### config.mk
export PLATFORM = sky130hd
export DESIGN_NAME = flash_prog_seq
export DESIGN_NICKNAME = d
export VERILOG_FILES = /design/src/rtl/fps_pkg.sv /design/src/rtl/fps_edge.sv /design/src/rtl/fps_addr_ctr.sv /design/src/rtl/fps_seq.sv /design/src/rtl/fps_rdmux.sv /design/src/rtl/flash_prog_seq.sv
export SDC_FILE = /design/constraint.sdc
export NUM_CORES = 1
export LEC_CHECK = 0
export ABC_AREA = 1
export BUFFER_PORTS_ARGS = -buffer_cell sky130_fd_sc_hd__buf_2
export CAP_MARGIN = 20
export CELL_PAD_IN_SITES_DETAIL_PLACEMENT = 2
export CELL_PAD_IN_SITES_GLOBAL_PLACEMENT = 2
export CORE_ASPECT_RATIO = 1.75
export CORE_MARGIN = 2
export CORE_UTILIZATION = 34
export CTS_CLUSTER_SIZE = 30
export DETAILED_ROUTE_END_ITERATION = 7
export MAX_ROUTING_LAYER = met4
export PLACE_DENSITY = 0.79
export SLEW_MARGIN = 20
export SYNTH_ARGS = -nofsm -noshare
export SYNTH_HDL_FRONTEND = slang
export SYNTH_SLANG_ARGS = --single-unit
### constraint.sdc
create_clock -name clk -period 2.8 [get_ports clk]
set_input_delay 0.28 -clock clk [delete_from_list [all_inputs] [get_ports clk]]
set_output_delay 0.28 -clock clk [all_outputs]
set_load 0.005 [all_outputs]
### src/rtl/fps_pkg.sv
`timescale 1ns/1ps
package fps_pkg;
   localparam int BYTE_W = 8;
   typedef logic [BYTE_W-1:0] byte_t;

   typedef enum logic [3:0] {
      M_SIG   = 4'b0000,
      M_READ  = 4'b0011,
      M_WRITE = 4'b0111,
      M_ERASE = 4'b1000,
      M_LOCK2 = 4'b1100,
      M_LOCK1 = 4'b1111
   } mode_e;

   typedef enum logic [2:0] {
      S_IDLE, S_ARMED, S_BUSY, S_HOLD, S_SWEEP
   } seq_state_e;

   typedef enum logic [1:0] {
      OP_BYTE, OP_LK1, OP_LK2
   } op_e;
endpackage

### src/rtl/fps_edge.sv
`timescale 1ns/1ps
module fps_edge #(
   parameter int           N    = 1,
   parameter logic [N-1:0] INIT = '0
)(
   input  logic         clk,
   input  logic         rst_n,
   input  logic [N-1:0] sig,
   output logic [N-1:0] rise
);
   logic [N-1:0] q;

   always_ff @(posedge clk or negedge rst_n) begin
      if (!rst_n) q <= INIT;
      else        q <= sig;
   end

   for (genvar i = 0; i < N; i++) begin : g_bit
      assign rise[i] = sig[i] & ~q[i];
   end
endmodule

### src/rtl/fps_addr_ctr.sv
`timescale 1ns/1ps
module fps_addr_ctr #(
   parameter int AW = 11
)(
   input  logic          clk,
   input  logic          rst_n,
   input  logic          clr,
   input  logic          inc,
   output logic [AW-1:0] addr
);
   always_ff @(posedge clk or negedge rst_n) begin
      if (!rst_n)   addr <= '0;
      else if (clr) addr <= '0;
      else if (inc) addr <= addr + 1'b1;
   end
endmodule

### src/rtl/fps_seq.sv
`timescale 1ns/1ps
module fps_seq
   import fps_pkg::*;
#(
   parameter int AW           = 11,
   parameter int WRITE_CYCLES = 60000,
   parameter int ERASE_CYCLES = 500000
)(
   input  logic          clk,
   input  logic          rst_n,
   input  logic          en,
   input  logic          hv,
   input  logic          strobe_fall,
   input  logic          strobe_rise,
   input  logic          prog_n,
   input  logic [3:0]    mode,
   input  byte_t         din,
   input  logic [AW-1:0] addr,
   input  byte_t         mem_rdata,
   output logic [AW-1:0] mem_addr,
   output byte_t         mem_wdata,
   output logic          mem_we,
   output logic          rdy,
   output logic          poll_act,
   output logic [AW-1:0] poll_addr,
   output byte_t         poll_data,
   output logic          lk1,
   output logic          lk2
);
   localparam int TMAX = (WRITE_CYCLES > ERASE_CYCLES) ? WRITE_CYCLES : ERASE_CYCLES;
   localparam int CW   = $clog2(TMAX + 1);

   if (WRITE_CYCLES < 1) begin : g_bad_wc
      $error("WRITE_CYCLES must be at least 1");
   end
   if (ERASE_CYCLES < 1) begin : g_bad_ec
      $error("ERASE_CYCLES must be at least 1");
   end

   seq_state_e    state;
   op_e           op;
   logic [CW-1:0] cnt;
   logic [AW-1:0] wa;
   byte_t         wd;
   logic [AW-1:0] idx;

   always_ff @(posedge clk or negedge rst_n) begin
      if (!rst_n) begin
         state <= S_IDLE;
         op    <= OP_BYTE;
         cnt   <= '0;
         wa    <= '0;
         wd    <= '1;
         idx   <= '0;
         lk1   <= 1'b0;
         lk2   <= 1'b0;
      end else begin
         case (state)
            S_IDLE: begin
               if (en && hv && strobe_fall) begin
                  case (mode)
                     M_WRITE: if (!lk1) begin
                        state <= S_ARMED;
                        op    <= OP_BYTE;
                        wa    <= addr;
                        wd    <= din;
                     end
                     M_LOCK1: begin
                        state <= S_ARMED;
                        op    <= OP_LK1;
                     end
                     M_LOCK2: begin
                        state <= S_ARMED;
                        op    <= OP_LK2;
                     end
                     M_ERASE: begin
                        state <= S_HOLD;
                        cnt   <= '0;
                     end
                     default: ;
                  endcase
               end
            end
            S_ARMED: begin
               if (strobe_rise) begin
                  state <= S_BUSY;
                  cnt   <= CW'(WRITE_CYCLES - 1);
               end
            end
            S_BUSY: begin
               if (cnt == '0) begin
                  state <= S_IDLE;
                  if (op == OP_LK1) lk1 <= 1'b1;
                  if (op == OP_LK2) lk2 <= 1'b1;
               end else begin
                  cnt <= cnt - 1'b1;
               end
            end
            S_HOLD: begin
               if (prog_n) begin
                  state <= S_IDLE;
               end else if (cnt == CW'(ERASE_CYCLES - 1)) begin
                  state <= S_SWEEP;
                  idx   <= '0;
               end else begin
                  cnt <= cnt + 1'b1;
               end
            end
            S_SWEEP: begin
               idx <= idx + 1'b1;
               if (idx == '1) begin
                  state <= S_IDLE;
                  lk1   <= 1'b0;
                  lk2   <= 1'b0;
               end
            end
            default: state <= S_IDLE;
         endcase
      end
   end

   always_comb begin
      mem_addr  = addr;
      mem_wdata = mem_rdata;
      mem_we    = 1'b0;
      if (state == S_BUSY && op == OP_BYTE && cnt == '0) begin
         mem_addr  = wa;
         mem_wdata = mem_rdata & wd;
         mem_we    = 1'b1;
      end else if (state == S_SWEEP) begin
         mem_addr  = idx;
         mem_wdata = '1;
         mem_we    = 1'b1;
      end
   end

   assign rdy       = !(state == S_BUSY || state == S_HOLD || state == S_SWEEP);
   assign poll_act  = (state == S_BUSY) && (op == OP_BYTE);
   assign poll_addr = wa;
   assign poll_data = wd;
endmodule

### src/rtl/fps_rdmux.sv
`timescale 1ns/1ps
module fps_rdmux
   import fps_pkg::*;
#(
   parameter int    AW   = 11,
   parameter byte_t SIG0 = 8'h1E,
   parameter byte_t SIG1 = 8'h22
)(
   input  logic          clk,
   input  logic          rst_n,
   input  logic          en,
   input  logic [3:0]    mode,
   input  logic [AW-1:0] addr,
   input  byte_t         mem_rdata,
   input  logic          hold,
   input  logic          poll_act,
   input  logic [AW-1:0] poll_addr,
   input  byte_t         poll_data,
   input  logic          lk1,
   input  logic          lk2,
   output byte_t         dout
);
   byte_t nxt;

   always_comb begin
      nxt = '1;
      if (en) begin
         case (mode)
            M_READ: if (!(lk1 && lk2)) begin
               if (poll_act && poll_addr == addr)
                  nxt = {~poll_data[BYTE_W-1], poll_data[BYTE_W-2:0]};
               else
                  nxt = mem_rdata;
            end
            M_SIG: begin
               if (addr == '0)            nxt = SIG0;
               else if (addr == AW'(1))   nxt = SIG1;
            end
            default: ;
         endcase
      end
   end

   always_ff @(posedge clk or negedge rst_n) begin
      if (!rst_n)     dout <= '1;
      else if (!hold) dout <= nxt;
   end
endmodule

### src/rtl/flash_prog_seq.sv
`timescale 1ns/1ps
module flash_prog_seq
   import fps_pkg::*;
#(
   parameter int    ADDR_W       = 11,
   parameter int    WRITE_CYCLES = 60000,
   parameter int    ERASE_CYCLES = 500000,
   parameter byte_t SIG0         = 8'h1E,
   parameter byte_t SIG1         = 8'h22
)(
   input  logic              clk,
   input  logic              rst_n,
   input  logic              pgm_en,
   input  logic              hv_en,
   input  logic              step,
   input  logic              prog_n,
   input  logic [3:0]        mode,
   input  logic [7:0]        din,
   output logic [7:0]        dout,
   output logic              rdy,
   output logic [ADDR_W-1:0] mem_addr,
   output logic [7:0]        mem_wdata,
   output logic              mem_we,
   input  logic [7:0]        mem_rdata
);
   if (ADDR_W < 2 || ADDR_W > 16) begin : g_bad_aw
      $error("ADDR_W must lie in 2..16");
   end

   // edge bits: 0 enable rise, 1 step rise, 2 strobe rise, 3 strobe fall
   logic [3:0]        rise_w;
   logic [ADDR_W-1:0] addr_cnt;
   logic              poll_act_w;
   logic [ADDR_W-1:0] poll_addr_w;
   byte_t             poll_data_w;
   logic              lk1_w, lk2_w;

   fps_edge #(.N(4), .INIT(4'b0100)) u_edge (
      .clk  (clk),
      .rst_n(rst_n),
      .sig  ({~prog_n, prog_n, step, pgm_en}),
      .rise (rise_w)
   );

   fps_addr_ctr #(.AW(ADDR_W)) u_ctr (
      .clk  (clk),
      .rst_n(rst_n),
      .clr  (rise_w[0]),
      .inc  (rise_w[1]),
      .addr (addr_cnt)
   );

   fps_seq #(
      .AW(ADDR_W), .WRITE_CYCLES(WRITE_CYCLES), .ERASE_CYCLES(ERASE_CYCLES)
   ) u_seq (
      .clk        (clk),
      .rst_n      (rst_n),
      .en         (pgm_en),
      .hv         (hv_en),
      .strobe_fall(rise_w[3]),
      .strobe_rise(rise_w[2]),
      .prog_n     (prog_n),
      .mode       (mode),
      .din        (din),
      .addr       (addr_cnt),
      .mem_rdata  (mem_rdata),
      .mem_addr   (mem_addr),
      .mem_wdata  (mem_wdata),
      .mem_we     (mem_we),
      .rdy        (rdy),
      .poll_act   (poll_act_w),
      .poll_addr  (poll_addr_w),
      .poll_data  (poll_data_w),
      .lk1        (lk1_w),
      .lk2        (lk2_w)
   );

   fps_rdmux #(.AW(ADDR_W), .SIG0(SIG0), .SIG1(SIG1)) u_rd (
      .clk      (clk),
      .rst_n    (rst_n),
      .en       (pgm_en),
      .mode     (mode),
      .addr     (addr_cnt),
      .mem_rdata(mem_rdata),
      .hold     (mem_we),
      .poll_act (poll_act_w),
      .poll_addr(poll_addr_w),
      .poll_data(poll_data_w),
      .lk1      (lk1_w),
      .lk2      (lk2_w),
      .dout     (dout)
   );
endmodule

After elaboration in Yosys (flattened, before gate mapping). Cells that the tools add are included.

Logic and storage cells: 126. Register bits: 79. Output and inout port bits: 29. Bits of input ports: 26.

Bitwise gates (word level): 12. Eq/ne operators: 30. Reduce and logical (&&, ||, !) cells: 27. Add/sub/neg operators: 4. Multiplexer cells: 42.

Operator list (number): $mux 19 (6); $pmux 19 s4 (1); $mux 11 (6); $mux 8 (7); $add 11x1->11 const B (2); $pmux 11 s2 (1); $mux 3 (7); $add 19x1->19 const B (1); $eq 19x19->1 const B (1); $logic_not 19->1 (1); $sub 19x1->19 const B (1); $pmux 8 s2 (1); $reduce_and 4->1 (4); $pmux 3 s5 (1); $ne 2x1->1 const B (7); $reduce_and 7->1 (2); $eq 4x4->1 const B (3); $eq 11x1->1 const B (1); $eq 11x11->1 (1); $eq 11x11->1 const B (1); $logic_not 11->1 (1); $ne 2x2->1 const B (5); $pmux 3 s3 (1); $and 8x8->8 (1); 27 further kinds (52).

Depth between registers and ports, before layout.
Depth in word-level cells: 7. Gate-level depth with buffers: 16. Depth with buffers taken out: 16.

Hierarchy. A second synthesis with hierarchy kept.

Cells, all modules: 907. Area total of the unflattened synthesis: 5928.2 µm².

By module, submodules not included: fps_seq (area an instance 4235.3 µm², times used 1, cells an instance 640, seq. area each 1411.4 µm²); fps_rdmux (area an instance 940.9 µm², times used 1, cells an instance 172, seq. area each 210.2 µm²); fps_addr_ctr (area an instance 606.8 µm², times used 1, cells an instance 82, seq. area each 275.3 µm²); fps_edge (area an instance 141.4 µm², times used 1, cells an instance 12, seq. area each 101.3 µm²); flash_prog_seq (area an instance 3.8 µm², times used 1, cells an instance 1, seq. area each 0.0 µm²).

Least setup slack after synthesis. Ideal clock, no wire load.

Kind: register -> register. Start point: register u_seq.state[2]. End point: register u_seq.cnt[10]. Period minus slack after synthesis: 2.494 ns. Setup slack: 0.306 ns. Required time: 2.683 ns. Arrival: 2.376 ns. Cell stages (with the launch flop): 13. Cell sequence: dfrtp_1 -> inv_1 -> nand2_2 -> inv_2 -> nand2_1 -> ha_1 -> a21oi_1 -> o21ai_0 -> nand2_1 -> nand3_1 -> or2_2 -> nand3_1 -> nand2_1.

Cells in the longest elaborated chain, start to end: 3.

Ends and longest elaborated chain: from (decl) (line fps_seq.sv:40) `seq_state_e state;`; from (signal assigned) (line fps_seq.sv:49) `state <= S_IDLE;`; from (signal assigned) (line fps_seq.sv:63) `state <= S_ARMED;`; from (signal assigned) (line fps_seq.sv:69) `state <= S_ARMED;`; $eq 3x2->1, or another cell as far along (line fps_seq.sv:58) `case (state)`; $ne 2x2->1 (no source line), or another cell as far along; $reduce_and 7->1 (no source line); to (signal assigned) (line fps_seq.sv:87) `cnt <= CW'(WRITE_CYCLES - 1);`; to (signal assigned) (line fps_seq.sv:96) `cnt <= cnt - 1'b1;`; to (signal assigned) (line fps_seq.sv:106) `cnt <= cnt + 1'b1;`; to (decl) (line fps_seq.sv:42) `logic [CW-1:0] cnt;`.

Several ways; a longest one is shown, not always the timed one. A chain may end at the register's enable or synchronous reset.

Worst setup path after layout.
Start point: register u_seq.state[2]. End point: register u_seq.cnt[11].

The elaborated chain is that of the path after synthesis.

==> summary.md <==
| Metric | Value |
|---|---|
| Status | finished with violations |
| Failing checks | negative hold slack |
| Clock Root Buffer | clkbuf_16 |
| Area growth syn-to-layout | 16.3% |
| Clk buf depth | 2 |
| Top cell type by total area after synthesis | dfrtp_1 |
| Non-Filler Instances | 995 |
| Clock period minus final worst setup slack | 2.70 ns |
| Crit path launch type | flip-flop |
| # DRC | 0 |
| Fin. max-slew vios | 0 |
| Syn avg cell area | 7.29 µm² |
| Maximum VDD drop | 0.282 mV |
| Final HPWL DP | 16.4 mm |
| Pleak | 3.07 nW |
| Syn_nets | 786 |
| Crit path kind | reg -> reg |
| First-pass DRT Iterations | 4 |
| Vias | 5472 |
| Die Wd | 99.0 µm |
| Hold Violations, Final | 6 |
| Placed cell areas | 5930 µm² |
| Endpoint type of the worst setup path | flip-flop |
| Antenna violations before repair | 0 |
| Fin Hold WS | -0.00371 ns |
| Via/cell ratio | 5.50 |
| Post-Route Utilization | 40.6% |
| Final Setup Violations | 0 |
| H-Tree Depth | 3 |
| Setup tns final | 0 ns |
| FMAX | 0.371 GHz |
| Max FO, Critical Path | 20 |
| Synth unique cells | 41 |
| Postcts setup bufs | 0 |
| Worst-skew pair later-pin latency | 0.34 ns |
| Critical Path RT | 3.07 ns |
| Die Ht | 170 µm |
| Ant diodes | 0 |
| CP arrival | 2.97 ns |
| Total power | 6.47 mW |
| Place WS | 0.108 ns |
| Final ANT Viol Nets | 0 |
| Post-Synthesis Cells | 737 |
| IO Port Bufs | 54 |
| Mapped Area | 5370 µm² |
| Placed Cells | 979 |
| Final #Nets | 853 |
| CTS clk-pin slew, worst paths | 0.07 ns |
| Vias in the first global route | 6248 |
| Initial core utilization | 34.9% |
| Fraction of layout cells with a size suffix above 1 | 18.0% |
| Largest net degree at the start of global routing | 75 |
| WL final | 20.4 mm |
| Core area | 15400 µm² |
| Max_slew headroom | 49.7% |
| Final Skew | 0.00875 ns |
| Seq/Total Area, Yosys | 37.2% |
| Most common cell after layout, fill and taps aside | nand2_1 |
| Register bit total from synthesis | 79 |
| Die ar. | 16900 µm² |
| PwrDens | 1040 nW/µm² |
| Row count | 60 |
| Total gr overflow | 0 |
| Most frequent cells in the layout | 177 x nand2_1, 82 x nor2_1, 76 x inv_1, 68 x nand3_1, 62 x dfrtp_1 |
| Wirelength per Cell | 20.5 µm |
| RSZ-0062 raised after global routing | yes |
| Min-delay worst type | in -> async |
| Main area contributors after synthesis | dfrtp_1 29%, nand2_1 13%, dfstp_2 8.3% |
| Worst-margin pin slew | 0.754 ns |
| Final period util | 96.3% |
| Routability cong. | 0.972 |
| Global-route wire length before repair | 32.7 mm |
| Cell area after layout | 6250 µm² |
| All-layer global routing usage | 25.8% |
| Max cap viols | 0 |
| Clock Sinks | 79 |
| Final setup margin | 0.102 ns |
| Fillers | 1828 |
| DR iter-0 viols | 143 |
| CTS tree | done |
| Yosys synthesis warning count | 0 |
| Ports | 55 |
| Share of Yosys cell area claimed by the top area cell type | 28.9% |
| CTS Buf Count | 9 |
## cell type report
class                   count  area, µm²  share of cell area, %
multi-input cells         567       3040                   48.6
flip-flops and latches     79       2000                   32.0
repair buffers             69        402                   6.43
inverters                  78        293                   4.69
clock buffers              12        258                   4.12
well taps                 186        233                   3.72
clock inverters             4       26.3                  0.421
## what timing repair did
item	in CTS	in global routing
hold buffers	0	0
resized for setup	0	12
endpoints found under the setup margin	0	11
## cells in the mapped netlist
cell type,number
nand4_1,12
nor2_1,84
nand3_2,2
inv_2,2
a21oi_1,55
o31ai_1,2
nor3_4,1
a21oi_2,2
mux2_2,7
nand3b_4,2
nor3_1,11
o22a_1,9
fa_1,1
dfrtp_1,62
o32ai_1,1
o21ai_0,40
xnor2_1,5
buf_2,4
a21o_1,1
o21bai_1,3
o21ai_2,1
dfstp_2,17
o21a_1,1
buf_4,1
o22ai_1,18
nand3b_1,4
nor4_1,2
nand2_1,179
xor2_1,9
clkbuf_1,6
nor2_2,4
nor3_2,1
or2_2,7
nand3_1,68
a31oi_1,3
ha_1,22
inv_1,76
buf_6,2
nand2_2,4
nor2_4,4
and2_1,2
## flip-flops by register name (all words and copies together) (netlist names), 2 cells and up
name	flops
u_seq.op	2
u_seq.poll_addr	11
u_rd.dout	8
u_seq.cnt	19
u_seq.state	3
u_ctr.addr	11
u_edge.q	4
u_seq.idx	11
u_seq.poll_data	8
## cells by family after synthesis
group                    share of synthesized area [%]
XOR/XNOR                                          2.28
adder cells (fa/ha/maj)                           5.50
AO/OA/AOI/OAI                                     14.4
multiplexers                                      1.47
buffers and inverters                             6.80
AND/OR/NAND/NOR                                   32.4
flip-flops                                        37.2
## final timing paths
path | from | endpoint | slack, ns | depth (start not counted)
setup reg to reg | u_seq.state[2]$_DFFE_PN0P_ | u_seq.cnt[11]$_DFFE_PN0P_ | 0.10 | 15
min in group clk | step | u_edge.q[1]$_DFF_PN0_ | 0.06 | 1
max in group asynchronous | rst_n | u_rd.dout[4]$_DFFE_PN1N_ | 2.17 | 2
hold / removal | rst_n | u_seq.cnt[18]$_DFFE_PN0P_ | -0.004 | 1
hold reg to reg | u_seq.poll_data[7]$_DFFE_PN1P_ | u_seq.poll_data[7]$_DFFE_PN1P_ | 0.49 | 2
setup / recovery | u_seq.state[2]$_DFFE_PN0P_ | u_seq.cnt[11]$_DFFE_PN0P_ | 0.10 | 15
## report_power, final
part	switching, mW	internal, mW	leakage [nW]
registers	0.317	1.41	0.965
clock network	0.502	0.659	0.143
logic	2.38	1.20	1.96
total	3.20	3.27	3.07
## critical path, cell delays in order, from the launching register on
cell and delay, ns:
dfrtp_1 0.40, inv_1 0.13, nand2_2 0.15, inv_2 0.09, nand2_1 0.13, buf_12 0.21
ha_1 0.36, a21oi_1 0.26, nor2_1 0.07, nor2_1 0.09, nand2_1 0.12, nand2_1 0.13
nand2_1 0.08, nand2_1 0.06, nand3_1 0.17, a21oi_1 0.18
## layer usage
metal | vias to the layer above | wire length (µm) | GRT usage (%)
met4 | 0 | 1100 | 13.1
met5 | - | 0 | -
met1 | 2749 | 6770 | 23.4
met2 | 82 | 12100 | 51.1
met3 | 55 | 388 | 3.04
li1 | 2586 | - | -
No activity file was read; power rests on OpenSTA's default activity.
